## config.mk

```make
export PLATFORM = sky130hd
export DESIGN_NAME = cmpd_lock
export DESIGN_NICKNAME = d
export VERILOG_FILES = /design/src/rtl/cmpd_lock_pkg.sv /design/src/rtl/cl_point_match.sv /design/src/rtl/cl_multi_tree.sv /design/src/rtl/cmpd_lock.sv
export SDC_FILE = /design/constraint.sdc
export NUM_CORES = 1
export LEC_CHECK = 0
export ABC_AREA = 1
export BUFFER_PORTS_ARGS = -buffer_cell sky130_fd_sc_hd__buf_2
export CORE_MARGIN = 2
export CORE_UTILIZATION = 46
export DETAILED_ROUTE_END_ITERATION = 7
export GPL_TIMING_DRIVEN = 0
export PLACE_DENSITY = 0.82
export SETUP_SLACK_MARGIN = 0.4
export SYNTH_ARGS = -nofsm -noshare
export SYNTH_HDL_FRONTEND = slang
export SYNTH_HIERARCHICAL = 1
export SYNTH_SLANG_ARGS = --single-unit
```

## constraint.sdc

```tcl
create_clock -name vclk -period 0.8
set_input_delay 0.04 -clock vclk [all_inputs]
set_output_delay 0.04 -clock vclk [all_outputs]
set_load 0.05 [all_outputs]
```

## src/rtl/cmpd_lock_pkg.sv

```systemverilog
package cmpd_lock_pkg;

  function automatic int cl_max(input int a, input int b);
    return (a > b) ? a : b;
  endfunction

  function automatic bit cl_is_pow2(input int v);
    return (v >= 2) && ((v & (v - 1)) == 0);
  endfunction

  // number of nodes in a given tree layer (layer 0 sits just above leaves)
  function automatic int cl_layer_nodes(input int leaves, input int layer);
    return leaves >> (layer + 1);
  endfunction

endpackage

```

## src/rtl/cl_point_match.sv

```systemverilog
module cl_point_match #(
  parameter int W = 4
) (
  input  logic [W-1:0] sel_bits,
  input  logic [W-1:0] ref_bits,
  output logic         hit
);
  assign hit = (sel_bits == ref_bits);
endmodule

```

## src/rtl/cl_multi_tree.sv

```systemverilog
module cl_multi_tree
  import cmpd_lock_pkg::*;
#(
  parameter int W          = 4,
  parameter int REPL_LAYER = 0,
  parameter int REPL_COUNT = 1
) (
  input  logic [W-1:0] sel_bits,
  input  logic [W-1:0] ref_bits,
  output logic         hit
);
  localparam int LAYERS = $clog2(W);

  logic [W-1:0] lvl;
  logic [W-1:0] nxt;

  always_comb begin
    lvl = ~(sel_bits ^ ref_bits);
    nxt = '0;
    for (int l = 0; l < LAYERS; l++) begin
      nxt = '0;
      for (int g = 0; g < W / 2; g++) begin
        if (g < cl_layer_nodes(W, l)) begin
          if ((l == REPL_LAYER) && (g < REPL_COUNT))
            nxt[g] = lvl[2*g] ^ lvl[2*g+1];
          else
            nxt[g] = lvl[2*g] & lvl[2*g+1];
        end
      end
      lvl = nxt;
    end
    hit = lvl[0];
  end
endmodule

```

## src/rtl/cmpd_lock.sv

```systemverilog
module cmpd_lock
  import cmpd_lock_pkg::*;
#(
  parameter int IN_W       = 13,
  parameter int OP_W       = 13,
  parameter int MP_W       = 4,
  parameter int REPL_LAYER = 0,
  parameter int REPL_COUNT = 1,
  parameter logic [OP_W-1:0] OP_KEY = 13'h1A5B,
  parameter logic [MP_W-1:0] MP_KEY = 4'h9
) (
  input  logic [IN_W-1:0]      pi_data,
  input  logic [OP_W+MP_W-1:0] key_bus,
  input  logic                 func_out,
  output logic                 prot_out
);
  localparam int KEY_W = OP_W + MP_W;
  localparam int CMP_W = cl_max(OP_W, MP_W);

  if (OP_W > IN_W) begin : g_bad_op
    $error("one-point key wider than primary input");
  end
  if (MP_W > IN_W || !cl_is_pow2(MP_W)) begin : g_bad_mp
    $error("tree key must be a power of two no wider than the input");
  end

  logic [OP_W-1:0] op_field;
  logic [MP_W-1:0] mp_field;
  logic            op_hit, mp_hit;   // generators driven by the applied key
  logic            op_ref, mp_ref;   // generators driven by the embedded key
  logic            flip_live, flip_ref, flip;

  assign op_field = key_bus[KEY_W-1:MP_W];
  assign mp_field = key_bus[MP_W-1:0];

  cl_point_match #(.W(OP_W)) u_op_live (
    .sel_bits(pi_data[OP_W-1:0]), .ref_bits(op_field), .hit(op_hit));
  cl_point_match #(.W(OP_W)) u_op_ref (
    .sel_bits(pi_data[OP_W-1:0]), .ref_bits(OP_KEY), .hit(op_ref));

  cl_multi_tree #(.W(MP_W), .REPL_LAYER(REPL_LAYER), .REPL_COUNT(REPL_COUNT)) u_mp_live (
    .sel_bits(pi_data[MP_W-1:0]), .ref_bits(mp_field), .hit(mp_hit));
  cl_multi_tree #(.W(MP_W), .REPL_LAYER(REPL_LAYER), .REPL_COUNT(REPL_COUNT)) u_mp_ref (
    .sel_bits(pi_data[MP_W-1:0]), .ref_bits(MP_KEY), .hit(mp_ref));

  assign flip_live = op_hit | mp_hit;
  assign flip_ref  = op_ref | mp_ref;
  assign flip      = flip_live ^ flip_ref;
  assign prot_out  = func_out ^ flip;

  if (IN_W > CMP_W) begin : g_hi
    logic unused_hi;
    assign unused_hi = ^pi_data[IN_W-1:CMP_W];
  end
endmodule

```

==> results.txt, run 1 <==
The checks that failed: negative setup slack. The simple-gate share of the synthesized area is 58.0%, and the total of endpoints with negative setup slack in the final report is 1. The initial core utilization is 48.7%, and the internal cell power is 0.000282 W. The startpoint class of the critical path is an input pin. Across the whole layout, storage elements account for 0 µm². Dividing the detail-routed wire length by the instance count gives 6.39 µm. Once layout is complete, the cells apart from fillers number 254. Of the total power, registers draw 0%. By area, the combinational part of the netlist is dominated by simple AND/OR/NAND/NOR gates. Along the worst path, the maximum fanout reaches 2. Critical path class: input pin to output pin.

The leakage dissipation is 0.868 nW. The run gives 0 as the number of pins exceeding their max-slew limit in the final report. The area growth from synthesis to layout is 61.8%. In the final timing run, aggregate negative setup slack is -0.382 ns. The post-route netlist has 21.4% of its cells at a drive strength greater than 1.

Capture point of the worst path: prot_out. The critical path's largest stage delay is 0.14 ns. The residual DRC count is 0, and the cell area power density is 486 nW/µm². The post-DP HPWL was 1430 µm; the core utilization of the finished layout was 78.7%. In this run, the combinational gates consume 100.0% of the power. The number of antenna diodes in the final layout is 0.

The worst-case IR drop observed on VDD is 0.000274 V. Once detail routing completed, the nets flagged for antenna violations numbered 0. Origin of the worst min-delay path: func_out. Among all cell types in the netlist, the one instantiated most often is sky130_fd_sc_hd__nand2_1. Entering global routing, the biggest net connects 9 pins. Switching power total: 0.000294 W. Sorting the synthesized cells by how often they occur yields sky130_fd_sc_hd__nand2_1, sky130_fd_sc_hd__inv_1, sky130_fd_sc_hd__nor2_1, sky130_fd_sc_hd__xnor2_1, sky130_fd_sc_hd__xor2_1. The logs give 6 for the count of synthesis-stage warnings from yosys and 733 µm² for the synthesized cell area. The count of clock-net buffers in the final layout is 0. After global routing the overflow that remains totals 0. The final critical-path share of the clock period was 148%; the required time of the critical path was 0.76 ns. The library cell appearing most often on the critical path is sky130_fd_sc_hd__nand2_1. In the routed layout, each cell is associated on average with a via count of 3.94. The tools report the via count of the first global-routing pass as 827.

The tightest hold margin came out at 0.516 ns. The number of placement rows was 14. Critical path data arrival time: 1.14 ns. The portion of synthesized cell area occupied by the leading cell type is 41.0%, and the number of placed instances with taps included is 250. The worst setup path is captured at an output pin. The number of max-cap violations is 0, and the post-synthesis mux area share is 0%. The flow ran to the end, but the final reports show violations. The logs give 0.000576 W for the overall power consumption and 1510 µm² for the core region area. The number of hold violations in the final report came out at 0. The compound-gate portion of the synthesized area was 2.05%.

Before antenna repair, the detailed router went through 4 iterations. The tools report the proportion of power drawn by the clock network as 0%. Traced cell by cell, the critical path runs through buf_8, xnor2_2, nand2_1, nor2_1, nand2_1, nor2_2, nor2_1, nand2_1, nand2_1, nand2_2, nand2_4, buf_8. The floorplan step defined a die boundary enclosing 1930 µm². The sequential cell area fraction in the yosys report is 0%, and the final-stage net count is 271.

The filler cell count in the final layout is 130. The die is 43.9 µm tall. For this block, the initial DRC count from the detailed router was 7.

Across all layers, the routed design uses 1,001 vias. The congestion estimate from routability-driven global placement came to 0.774. In the global route stage, overall resource usage came out at 17.9%.

Setup repair after global routing could not meet its margin everywhere. The adder-cell share of the synthesized area is 0%, and the layout sequential cell count is 0. 32 I/O pins were placed.

The worst hold path belongs to the class input pin to output pin. The gate count after technology mapping is 174, and the switching part of the total is 51.0%. The tools report the number of hold-repair buffers added at the cts stage as 0. The critical path starts at pi_data[2]. Input and output buffers added on the ports amount to 32.

The slowest stage of the critical path belongs to the cell sky130_fd_sc_hd__xnor2_2. The run gives -0.382 ns as the smallest setup slack after layout. For this block, the routed nets add up to 1620 µm of wire. Largest area contributor in the synthesized netlist: sky130_fd_sc_hd__nand2_1. The die span in x works out to 43.9 µm. The count of distinct cell types in the synthesized netlist was 10; the global-route wire length before repair was 2840 µm.

After layout, the minimum clock period comes to 1.18 ns. Summing the areas of all xor and xnor instances in the mapped netlist gives 14.3% of the synthesized area. The initial antenna violation count is 0, and the maximum clock rate is 846 MHz. Dividing the synthesized area by the synthesized cell count gives 4.21 µm². After synthesis, the cell types taking the most area are sky130_fd_sc_hd__nand2_1, sky130_fd_sc_hd__inv_1, sky130_fd_sc_hd__nor2_1.
final cells by class:
class	instances	area, µm²	share of cell area, %
inverters	48	180	15.2
repair buffers	36	298	25.1
multi-input cells	154	688	58.0
well taps	16	20.0	1.69
per-layer routing:
layer | vias up | global-route usage, % | wire length [µm]
li1 | 580 | - | -
met4 | 0 | 0 | 0
met3 | 0 | 0 | 50
met1 | 403 | 20.5 | 697
met5 | - | 0 | 0
met2 | 18 | 37.9 | 874
metrics by stage:
step / instance area (µm²) / setup WS, ns
floorplan: 853 / -0.0742
global placement: 1030 / -0.471
detailed placement: 1030 / -0.505
CTS: 1150 / -0.405
global route: 1190 / -0.505
finish: 1190 / -0.382
worst min path at each step:
| stage | endpoint | slack (ns) | cells past startpoint |
|---|---|---|---|
| after floorplan | prot_out | 0.33 | 3 |
| after global placement | prot_out | 0.55 | 5 |
| after detailed placement | prot_out | 0.56 | 5 |
| after CTS | prot_out | 0.52 | 5 |
| after global routing | prot_out | 0.54 | 5 |
| final | prot_out | 0.52 | 5 |
power groups by stage:
| stage | logic, W | registers, W | clock network [W] |
|---|---|---|---|
| 2_1_floorplan | 0.000319 | 0 | 0 |
| 3_3_place_gp | 0.000456 | 0 | 0 |
| 3_5_place_dp | 0.000475 | 0 | 0 |
| 4_1_cts | 0.000555 | 0 | 0 |
| 5_1_grt | 0.000649 | 0 | 0 |
| 6_report | 0.000576 | 0 | 0 |
cell usage in the layout (no fill, tap or decap), drive strengths merged:
| cell | count |
|---|---|
| conb | 30 |
| inv | 48 |
| buf | 36 |
| nor2 | 24 |
| nand3 | 5 |
| xnor2 | 6 |
| nand2 | 80 |
| o21ai | 3 |
| xor2 | 6 |
critical path, delay by kind of cell:
family                 cells  cell delay (ns)
XOR/XNOR                   1             0.14
buffers and inverters      2             0.24
AND/OR/NAND/NOR            9             0.71
cell families (layout without fill, tap and decap cells):
group,count (synthesis),count (layout)
AOI/OAI and AO/OA,3,3
buffers and inverters,48,84
other,2,30
and+or+nand+nor,109,109
xor gates and xnor gates,12,12
timing repair:
item / in CTS / in global routing
gates resized for setup: 22 / 9
buffers inserted: 3 / 1
setup endpoints to repair: 1 / 1
pin swaps: 14 / 11
Power figures use the tool's default switching activity.
==> inputs of run 2 (changes only) <==
CORE_ASPECT_RATIO = 1.5   (was not set)
CORE_UTILIZATION = 30   (was 46)
PLACE_DENSITY = not set   (was 0.82)
PLACE_DENSITY_LB_ADDON = 0.1   (was not set)
==> results.txt, run 2 (synthesized netlist as in run 1, its figures left out) <==
The run finished, with violations left. Violated checks: negative setup slack (unchanged). For the sequential power share, the log shows 0% (about the same).

The startpoint class of the critical path is an input pin (unchanged). The run gives 11.1% (was 17.9%) as the total global routing track utilization. Number of top-level pins: 32 (unchanged).

Setup repair after global routing could not meet its margin everywhere. Total via count in the routed design: 961 (was 1,001). The die span in x came out at 44.4 µm (was 43.9 µm). The endpoint kind of the worst setup timing path was an output pin (unchanged). The portion of total power attributed to combinational logic is 100.0% (about the same), and the layout sequential cell count is 0 (unchanged). The via-per-instance ratio came out at 3.67 (was 3.94).

The area growth from synthesis to final layout was 63.0% (was 61.8%). The initial core utilization is 32.1% (was 48.7%). The run gives 0 (unchanged) as the number of max-cap violations. The core utilization of the finished layout was 52.3% (was 78.7%); the routed length per placed instance was 6.17 µm (was 6.39 µm).

The leading cell type in the layout, fill and taps excluded was sky130_fd_sc_hd__nand2_1 (unchanged). The tools report the maximum clock rate as 856 MHz (was 846 MHz). The largest net degree at the start of global routing was 9 (unchanged).

The number of hold-repair buffers added at the cts stage came out at 0 (unchanged). The logs give 0.694 (was 0.774) for the global placement routability congestion and 0.000243 V (was 0.000274 V) for the peak ir drop on the vdd network. The number of hold violations in the final report is 0 (unchanged), and the biggest fanout along the worst timing path is 4 (was 2).

The logs give 2290 µm² (was 1510 µm²) for the core region area and 2860 µm² (was 1930 µm²) for the die area. The global-route wire length before repair is 2610 µm (was 2840 µm). The proportion of power drawn by the clock network was 0% (about the same). The cell area power density came out at 483 nW/µm² (was 486 nW/µm²). The final critical-path share of the clock period is 146% (was 148%), and the switching power total is 0.000301 W (was 0.000294 W).

Class of the tightest hold or removal check: input pin to output pin (unchanged). For the initial antenna violation count, the log shows 0 (unchanged). The number of input and output port buffers inserted works out to 32 (unchanged). The fraction of layout cells with a size suffix above 1 is 25.1% (was 21.4%). The residual DRC count was 0 (unchanged); the setup total negative slack was -0.369 ns (was -0.382 ns). Filler cell count in the final layout: 287 (was 130). The total of endpoints with negative setup slack in the final report was 1 (unchanged); the final wirelength was 1620 µm (about the same).

The register cell area after layout is 0 µm² (unchanged), and the internal cell power is 0.000277 W (was 0.000282 W). The logs give -0.369 ns (was -0.382 ns) for the smallest setup slack after layout and 1 (was 7) for the initial DRC count. The switching part of the total is 52.1% (was 51.0%), and the count of clock-net buffers in the final layout is 0 (unchanged). The run gives 0 (unchanged) as the final antenna diode count. The required time of the critical path is 0.76 ns (about the same). For the remaining global-route overflow, the log shows 0 (unchanged). The run gives 0 (unchanged) as the count of nets left with antenna violations after detail routing. The number of placement rows came out at 21 (was 14).

Top library cells by usage in the layout, fill and taps aside: sky130_fd_sc_hd__nand2_1, sky130_fd_sc_hd__inv_1, sky130_fd_sc_hd__conb_1 (unchanged). Total iterations of the first detailed-routing run: 4 (unchanged). The tightest hold margin is 0.490 ns (was 0.516 ns), and the die outline height is 64.6 µm (was 43.9 µm).

The critical path class was input pin to output pin (unchanged). The critical path data arrival time was 1.13 ns (was 1.14 ns); the post-DP HPWL was 1350 µm (was 1430 µm). The number of pins exceeding their max-slew limit in the final report was 0 (unchanged).

The leakage dissipation is 0.860 nW (was 0.868 nW). Final-stage net count: 272 (was 271). The tools report the via count of the first global-routing pass as 741 (was 827).

The final period demand of the worst path was 1.17 ns (was 1.18 ns).
[run 2: changes by cell type in the layout (fill, tap and decap cells not counted), sizes merged]
cell  previous run  this run
buf             36        37
[run 2: power by group through the flow]
stage                     Sequential [W]  Clock [W]  Combinational, W
after floorplan                        0          0          0.000319
after global placement                 0          0          0.000472
after detailed placement               0          0          0.000475
after CTS                              0          0          0.000527
after global routing                   0          0          0.000663
final                                  0          0          0.000578
[run 2: repair_timing]
action                     in CTS  in global routing
setup buffers                   3                  2
pin swaps                      10                 25
cloned                          0                  0
resized for setup              13                 28
setup endpoints to repair       1                  1
[run 2: cell type report]
class | count | area, µm² | area share [%]
well taps | 23 | 28.8 | 2.41
inverters | 48 | 180 | 15.1
multi-input cells | 154 | 706 | 59.1
repair buffers | 37 | 280 | 23.5
[run 2: routing by layer]
metal  vias up  share of wire, %  GRT usage [%]
li1        580                 -              -
met1       364                40           11.3
met2        17                56           24.4
met3         0               3.9          0.279
met4         0                 0              0
met5         -                 0              0
[run 2: metrics by stage]
step	setup WS (ns)	cells	total power (W)	instance area (µm²)
2_1_floorplan	-0.0742	202	0.000319	853
3_3_place_gp	-0.524	257	0.000472	1040
3_5_place_dp	-0.532	257	0.000475	1040
4_1_cts	-0.423	260	0.000527	1110
5_1_grt	-0.485	262	0.000663	1190
6_report	-0.369	262	0.000578	1190
[run 2: critical path, cell delays in order]
cell and delay, ns:
sky130_fd_sc_hd__buf_8 0.11, sky130_fd_sc_hd__xnor2_2 0.15, sky130_fd_sc_hd__nand2_1 0.08, sky130_fd_sc_hd__nor2_1 0.10, sky130_fd_sc_hd__nand2_1 0.07, sky130_fd_sc_hd__nor2_2 0.11, sky130_fd_sc_hd__nor2_1 0.05, sky130_fd_sc_hd__nand2_1 0.08
sky130_fd_sc_hd__nand2_1 0.07, sky130_fd_sc_hd__nand2_2 0.07, sky130_fd_sc_hd__nand2_4 0.05, sky130_fd_sc_hd__buf_8 0.14
[run 2: worst paths after layout]
kind | slack [ns] | depth (start not counted) | from | end
max | -0.37 | 12 | pi_data[2] | prot_out
min | 0.49 | 5 | func_out | prot_out
